## config.mk

```make
export PLATFORM = sky130hd
export DESIGN_NAME = split_ripple_counter
export DESIGN_NICKNAME = d
export VERILOG_FILES = /design/src/rtl/scnt_pkg.sv /design/src/rtl/scnt_fall_detect.sv /design/src/rtl/scnt_toggle_stage.sv /design/src/rtl/scnt_clear_gate.sv /design/src/rtl/split_ripple_counter.sv
export SDC_FILE = /design/constraint.sdc
export NUM_CORES = 1
export LEC_CHECK = 0
export CELL_PAD_IN_SITES_DETAIL_PLACEMENT = 0
export CELL_PAD_IN_SITES_GLOBAL_PLACEMENT = 1
export CORE_AREA = 2 2 39 41
export DETAILED_ROUTE_END_ITERATION = 8
export DIE_AREA = 0 0 41 43
export DONT_BUFFER_PORTS = 1
export MAX_ROUTING_LAYER = met4
export PLACE_DENSITY = 0.57
export SLEW_MARGIN = 5
export SYNTH_ARGS = -nofsm -noshare
export SYNTH_HDL_FRONTEND = slang
export SYNTH_SLANG_ARGS = --single-unit
```

## constraint.sdc

```tcl
create_clock -name clk -period 2.2 [get_ports clk]
set_input_delay 0 -clock clk [delete_from_list [all_inputs] [get_ports clk]]
set_output_delay 0 -clock clk [all_outputs]
set_load 0.005 [all_outputs]
```

## src/rtl/scnt_pkg.sv

```systemverilog
// Package: shared types for the split counter.
// Assumes: nothing beyond standard SystemVerilog.
package scnt_pkg;

    // Number of independently clocked sections in the counter.
    localparam int unsigned SECT_CNT = 2;

    // Per-stage control: toggle request and synchronous clear.
    typedef struct packed {
        logic tick;
        logic clr;
    } stage_ctl_t;

endpackage

```

## src/rtl/scnt_fall_detect.sv

```systemverilog
// Module: scnt_fall_detect
// Turns each sampled pulse line into a one-cycle event on a 1-to-0 transition.
// Assumes: pulse lines are already synchronous to clk; history clears on reset.
module scnt_fall_detect #(
    parameter int unsigned LINES = 2
) (
    input  logic             clk,
    input  logic             rst_n,
    input  logic [LINES-1:0] lvl,
    output logic [LINES-1:0] fall
);

    logic [LINES-1:0] prev_q;

    // Remember last sampled level of every line.
    always_ff @(posedge clk) begin
        if (!rst_n) prev_q <= '0;
        else        prev_q <= lvl;
    end

    // Falling edge event when previous sample high and current low.
    assign fall = prev_q & ~lvl;

    for (genvar g = 0; g < LINES; g++) begin : g_chk
        AST_FALL_SINGLE: assert property (@(posedge clk) disable iff (!rst_n)
            fall[g] |=> !fall[g]);
    end

endmodule

```

## src/rtl/scnt_toggle_stage.sv

```systemverilog
// Module: scnt_toggle_stage
// One JK stage with J=K=1: inverts on a tick, cleared by a synchronous clear.
// Assumes: clear has priority over tick; fall reports a 1-to-0 step from the tick.
module scnt_toggle_stage
    import scnt_pkg::*;
(
    input  logic       clk,
    input  logic       rst_n,
    input  stage_ctl_t ctl,
    output logic       q,
    output logic       q_nxt,
    output logic       fall
);

    // Next state before any clear is applied.
    assign q_nxt = q ^ ctl.tick;
    // Stage output drops from 1 to 0 this cycle: carry to the next stage.
    assign fall  = q & ctl.tick;

    // Stage register with reset and clear.
    always_ff @(posedge clk) begin
        if (!rst_n)       q <= 1'b0;
        else if (ctl.clr) q <= 1'b0;
        else              q <= q_nxt;
    end

    AST_STAGE_TOGGLE: assert property (@(posedge clk) disable iff (!rst_n)
        (ctl.tick && !ctl.clr) |=> (q != $past(q)));
    AST_STAGE_CLEAR: assert property (@(posedge clk) disable iff (!rst_n)
        ctl.clr |=> !q);

endmodule

```

## src/rtl/scnt_clear_gate.sv

```systemverilog
// Module: scnt_clear_gate
// Forms the clear for all stages: AND of the external pair, or the AND of two
// next-state bits when feedback mode is on.
// Assumes: TAP_LO and TAP_HI are distinct bit indices below W.
module scnt_clear_gate #(
    parameter int unsigned W      = 4,
    parameter int unsigned TAP_LO = 1,
    parameter int unsigned TAP_HI = 3
) (
    input  logic         cfg_decade,
    input  logic         zero_req_a,
    input  logic         zero_req_b,
    input  logic [W-1:0] q_nxt,
    output logic         clr
);

    logic pair_a;
    logic pair_b;

    // Select the source of each clear input, then AND them.
    always_comb begin
        pair_a = cfg_decade ? q_nxt[TAP_LO] : zero_req_a;
        pair_b = cfg_decade ? q_nxt[TAP_HI] : zero_req_b;
        clr    = pair_a & pair_b;
    end

endmodule

```

## src/rtl/split_ripple_counter.sv

```systemverilog
// Module: split_ripple_counter
// Four-bit counter split into a low section and a high section with separate
// pulse lines, carry resolved in one master cycle, paired clear, decade feedback.
// Assumes: pulse lines synchronous to clk; synchronous active-low reset.
module split_ripple_counter
    import scnt_pkg::*;
#(
    parameter int unsigned A_BITS = 1,
    parameter int unsigned B_BITS = 3,
    parameter int unsigned TAP_LO = 1,
    parameter int unsigned TAP_HI = 3
) (
    input  logic                     clk,
    input  logic                     rst_n,
    input  logic                     cfg_chain,
    input  logic                     cfg_decade,
    input  logic                     pulse_a,
    input  logic                     pulse_b,
    input  logic                     zero_req_a,
    input  logic                     zero_req_b,
    output logic [A_BITS+B_BITS-1:0] count,
    output logic                     at_last
);

    localparam int unsigned W = A_BITS + B_BITS;
    localparam logic [W-1:0] FULL_TERM = W'((1 << W) - 1);
    localparam logic [W-1:0] DEC_TERM  = W'((1 << TAP_LO) + (1 << TAP_HI) - 1);

    logic [SECT_CNT-1:0] sect_fall;
    logic [W-1:0]        tick;
    logic [W-1:0]        stage_fall;
    logic [W-1:0]        q_nxt;
    logic                clr_all;

    scnt_fall_detect #(.LINES(SECT_CNT)) u_edges (
        .clk   (clk),
        .rst_n (rst_n),
        .lvl   ({pulse_b, pulse_a}),
        .fall  (sect_fall)
    );

    // Tick routing: first stage of each section from its pulse line or the
    // carry, remaining stages from the previous stage falling.
    for (genvar i = 0; i < W; i++) begin : g_tick
        if (i == 0) begin : g_first
            assign tick[i] = sect_fall[0];
        end else if (i == A_BITS) begin : g_join
            assign tick[i] = cfg_chain ? stage_fall[i-1] : sect_fall[1];
        end else begin : g_cascade
            assign tick[i] = stage_fall[i-1];
        end
    end

    for (genvar i = 0; i < W; i++) begin : g_stage
        stage_ctl_t ctl;
        assign ctl.tick = tick[i];
        assign ctl.clr  = clr_all;
        scnt_toggle_stage u_stage (
            .clk   (clk),
            .rst_n (rst_n),
            .ctl   (ctl),
            .q     (count[i]),
            .q_nxt (q_nxt[i]),
            .fall  (stage_fall[i])
        );
    end

    scnt_clear_gate #(.W(W), .TAP_LO(TAP_LO), .TAP_HI(TAP_HI)) u_clear (
        .cfg_decade (cfg_decade),
        .zero_req_a (zero_req_a),
        .zero_req_b (zero_req_b),
        .q_nxt      (q_nxt),
        .clr        (clr_all)
    );

    // Terminal flag for the active sequence.
    assign at_last = cfg_decade ? (count == DEC_TERM) : (count == FULL_TERM);

    AST_CLEAR_PAIR: assert property (@(posedge clk) disable iff (!rst_n)
        (!cfg_decade && zero_req_a && zero_req_b) |=> (count == '0));
    AST_DECADE_RANGE: assert property (@(posedge clk) disable iff (!rst_n)
        (cfg_decade && count <= DEC_TERM) |=> (count <= DEC_TERM));
    AST_HOLD_IDLE: assert property (@(posedge clk) disable iff (!rst_n)
        (sect_fall == '0 && !(!cfg_decade && zero_req_a && zero_req_b)
         && (!cfg_decade || count <= DEC_TERM)) |=> $stable(count));
    AST_MSB_WRAP: assert property (@(posedge clk) disable iff (!rst_n)
        stage_fall[W-1] |=> !count[W-1]);

endmodule

```

* Word-level counts from Yosys, hierarchy flattened
Cells that the tools add are included.
** Storage, ports and cells
- Output and inout port bits :: 5
- Logic and storage cells :: 23
- Flip-flop bits (word level) :: 6
- Input port bits :: 8
** Operators by class
- Reduce and logical (&&, ||, !) cells :: 1
- Bitwise gates (word level) :: 11
- Equality and inequality tests :: 2
- Multiplexer cells :: 4
** Operators with widths (number)
- == test 4 bit, second input constant :: 2
- bitwise AND 1 bit :: 4
- two-way mux 1 bit :: 4
- XOR 1 bit :: 4
- bitwise AND 2 bit :: 1
- NOT 2 bit :: 1
- OR reduction 2 bit :: 1
- NOT 1 bit :: 1

* Longest topological paths before layout
- Depth in word-level cells :: 10
- Depth in mapped cells :: 7
- Depth with buffers taken out :: 7

* By module
Synthesis repeated with hierarchy kept, for this count alone.
** Unflattened totals
- Cells, all modules :: 26
- Area, all modules :: 287.8 um^2
** Modules (own cells, without submodules)
- scnt_toggle_stage :: cells each 3, seq. area each 20.0 um^2, times used 4, area each 41.3 um^2
- scnt_fall_detect :: cells each 6, seq. area each 40.0 um^2, times used 1, area each 68.8 um^2
- split_ripple_counter :: cells each 5, seq. area each 0.0 um^2, times used 1, area each 40.0 um^2
- scnt_clear_gate :: cells each 3, seq. area each 0.0 um^2, times used 1, area each 13.8 um^2

* Worst setup path after synthesis
No wires, ideal clock.
- Path type :: reg-to-reg
- Start point :: reg u_edges.prev_q[0]
- End point :: reg g_stage[3].u_stage.q
- Path slack :: 0.586 ns
- Library setup time :: 0.061 ns
- Arrival time :: 1.553 ns
- Buffers on the path :: 0
- Stages on the path, launching flop included :: 8
- Cells stage by stage :: dfxtp_1 -> nor2b_1 -> ha_1 -> a22o_1 -> ha_1 -> ha_1 -> xor2_1 -> and4b_1
** On the way
- Word-level cells in the longest chain between the ends :: 9
- Elaborated cells between the ends (all ways) :: 11
** RTL lines
- from (decl) :: RTL line scnt_fall_detect.sv:13 : logic [LINES-1:0] prev_q;
- from (signal assigned) :: RTL line scnt_fall_detect.sv:18 : else prev_q <= lvl;
- bitwise AND 2 bit (*) :: RTL line scnt_fall_detect.sv:22 : assign fall = prev_q & ~lvl;
- bitwise AND 1 bit (*) :: RTL line scnt_toggle_stage.sv:18 : assign fall = q & ctl.tick;
- two-way mux 1 bit (*) :: RTL line split_ripple_counter.sv:48 : assign tick[i] = cfg_chain ? stage_fall[i-1] : sect_fall[1];
- bitwise AND 1 bit (2 in series) :: RTL line scnt_toggle_stage.sv:18
- XOR 1 bit :: RTL line scnt_toggle_stage.sv:16 : assign q_nxt = q ^ ctl.tick;
- two-way mux 1 bit :: RTL line scnt_clear_gate.sv:23 : pair_b = cfg_decade ? q_nxt[TAP_HI] : zero_req_b;
- bitwise AND 1 bit :: RTL line scnt_clear_gate.sv:24 : clr = pair_a & pair_b;
- OR reduction 2 bit (no source line)
- to (signal assigned) :: RTL line scnt_toggle_stage.sv:24 : else q <= q_nxt;
- to (decl) :: RTL line scnt_toggle_stage.sv:10 : output logic q,
Mark *: on every way between the ends. The rest lies on a longest branch, timed or not.
A chain may end at the register's enable or synchronous reset.

* Worst setup path in the final report
Same ends and word-level chain as after synthesis.

==> out/metrics.cfg <==
[run_status]
status=complete, no violations

[placed_design]
dpl.cell_count=45
gp_congestion=0.714
portBuffers=0
hpwl_um=433

[layout]
fin_cells=52
drive_gt1_share_pct=13.9
fillers=154
antenna_cells=0
utilization_pct=26.8
layout.nets=49
areaGrowthSynthToFinish_pct=16.5

[pwr]
clkPwrFrac_pct=42.4
p_int_mw=0.186
p_per_area_nw_per_um2=624
p_sw_share_pct=19.6
ir_worst_vdd_mv=0.187
total_power_mw=0.231
leakagePower_nw=0.164
p_seq_share_pct=49.8
p_comb_share_pct=7.8
p_switching_mw=0.0453

[floorplanning]
core_um2=1380
die_area_um2=1760
ios=13
initial_core_util_pct=23.0
die_w_um=41
die_h_um=43
row_count=14

[worst_setup_path]
worst_setup_path_start_kind=flop
cp_slowest_cell=xor2_1
cp.required_ps=2380
worstSetupPathType=flop to flop
r2r_end=g_stage[3].u_stage.q
cpPeakStageDelay_ps=290
crit_start=u_edges.prev_q[0]
path_cells=nor2b_1 > ha_1 > a22o_1 > ha_1 > ha_1 > xor2_1 > and4b_1
ff2ff_path_depth=7
cp_common_cell=ha_1
rrSetupSlack_ps=450
crit_arrival_ps=1930
cp_max_fo=4
r2r-start=u_edges.prev_q[0]
endpoint_kind=flop

[clocking]
cts-root-buf=clkbuf_4
cts_buffer_depth=2
cts_sinks=6
cts_tree=built
cts_buffers=3
clk_pin_slew_worst_paths_ps=40
postCtsHoldBufs=4
clkLatencyLatePin_ps=240
cts_resized=0
cts_setup_buffers=0
cts_max_level=1

[synthesis]
synthCells=33
synth_warnings=0
ys_types=16
syn_nets=44
syn-cell-area_um2=318
yosysSeqAreaShare_pct=37.8
avgSynthCellArea_um2=9.63
ys_seq_elements=6

[min_path]
hold-path-endpoint=g_stage[3].u_stage.q
hold_path.class=primary input to flop
hold_depth=2
min_from=cfg_decade

[global_route]
grt_max_degree=7
overflow=0
antenna_found_initial=0
grt_pass1_wl_um=959
first_global_vias=225
track_usage_pct=9.15

[sta]
fin_crit_sh_pct=79.7
hold_viol=0
setup_viol=0
maxSlewViolCount=0
max_freq_ghz=0.570
slew_headroom_pct=79.4
period_minus_slack_ps=1750
holdWs_ps=4.53
fin_skew_ps=2.22
tns_ps=0
worstMarginPinSlew_ps=308
rsz0062_at_grt=no

[job]
maxCapViolations=0

[drt]
routedWlPerCell_um=10.4
viasPerCell=4.56
drt_wl_total_um=543
dr.first_iter.drc_count=3
first_pass_iters=4
postRouteAntennaNets=0
route.detailed.drc=0
num_vias=237

[cell usage in the layout, fill, tap and decap left out, drive strengths merged]
cell / n
and4b: 1
and2: 3
nor2: 1
xor2: 1
nand2: 5
ha: 3
dlygate4sd3: 4
dfxtp: 6
and3b: 1
nand3b: 1
a22o: 1
a211oi: 3
or3b: 1
clkbuf: 3
a21oi: 1
nor2b: 1
[worst max-delay path by stage]
stage | to | depth (start not counted)
6_report | g_stage[3].u_stage.q | 7
5_1_grt | g_stage[3].u_stage.q | 7
4_1_cts | g_stage[3].u_stage.q | 7
3_5_place_dp | g_stage[3].u_stage.q | 7
3_3_place_gp | g_stage[3].u_stage.q | 7
2_1_floorplan | g_stage[3].u_stage.q | 7
[state kept, by name (all words and copies together) (netlist names)]
signal	count
g_stage.u_stage.q	4
u_edges.prev_q	2
[cells in the mapped netlist]
| master | count | area share [%] |
|---|---|---|
| a211oi_1 | 3 | 7.1 |
| a21oi_1 | 1 | 1.6 |
| a22o_1 | 1 | 2.8 |
| and2_1 | 2 | 3.9 |
| and2_2 | 1 | 2.4 |
| and3b_2 | 1 | 3.1 |
| and4b_1 | 1 | 3.1 |
| buf_4 | 4 | 9.4 |
| dfxtp_1 | 6 | 38 |
| ha_1 | 3 | 12 |
| nand2_1 | 5 | 5.9 |
| nand3b_1 | 1 | 2.4 |
| nor2_1 | 1 | 1.2 |
| nor2b_1 | 1 | 2.0 |
| or3b_1 | 1 | 2.8 |
| xor2_1 | 1 | 2.8 |
[power by group through the flow]
stage / Clock [mW] / Sequential [mW] / Combinational (mW)
after floorplan: 0 / 0.116 / 0.0123
after global placement: 0 / 0.117 / 0.0110
after detailed placement: 0 / 0.117 / 0.0113
after CTS: 0.102 / 0.115 / 0.0182
after global routing: 0.114 / 0.116 / 0.0206
final: 0.0980 / 0.115 / 0.0179
[critical path, delay by kind of cell (launching register included)]
| family | cells | cell delay (ps) |
|---|---|---|
| xor gates and xnor gates | 1 | 290 |
| AOI/OAI and AO/OA | 1 | 230 |
| and+or+nand+nor | 2 | 350 |
| DFF | 1 | 280 |
| adders and majority gates | 3 | 530 |
[kinds of logic after synthesis]
| kind of cell | after synthesis | share of synthesized area [%] |
|---|---|---|
| AND/OR/NAND/NOR | 14 | 26.8 |
| XOR/XNOR | 1 | 2.76 |
| flip-flops | 6 | 37.8 |
| buffers and inverters | 4 | 9.45 |
| adder cells (fa/ha/maj) | 3 | 11.8 |
| AO/OA/AOI/OAI | 5 | 11.4 |
[layer usage]
metal  vias up  routed length, µm  GRT usage, %
li1        122                  -             -
met4         0                 10          8.00
met5         -                  0             -
met3         2                 55          7.33
met1       101                273          9.29
met2        12                204          10.6
[final cells by class]
| cell class | count | area [µm²] | area share (%) |
|---|---|---|---|
| tap | 16 | 20.0 | 5.41 |
| clock buffer | 3 | 22.5 | 6.08 |
| timing repair buffer | 4 | 40.0 | 10.8 |
| sequential | 6 | 120 | 32.4 |
| multi-input combinational | 23 | 168 | 45.3 |
[through the flow]
stage / worst slack (ps) / area (µm²)
6_report: 446 / 370
5_1_grt: 333 / 370
4_1_cts: 431 / 370
3_5_place_dp: 457 / 308
3_3_place_gp: 474 / 308
2_1_floorplan: 586 / 318
Power figures use the tool's default switching activity.
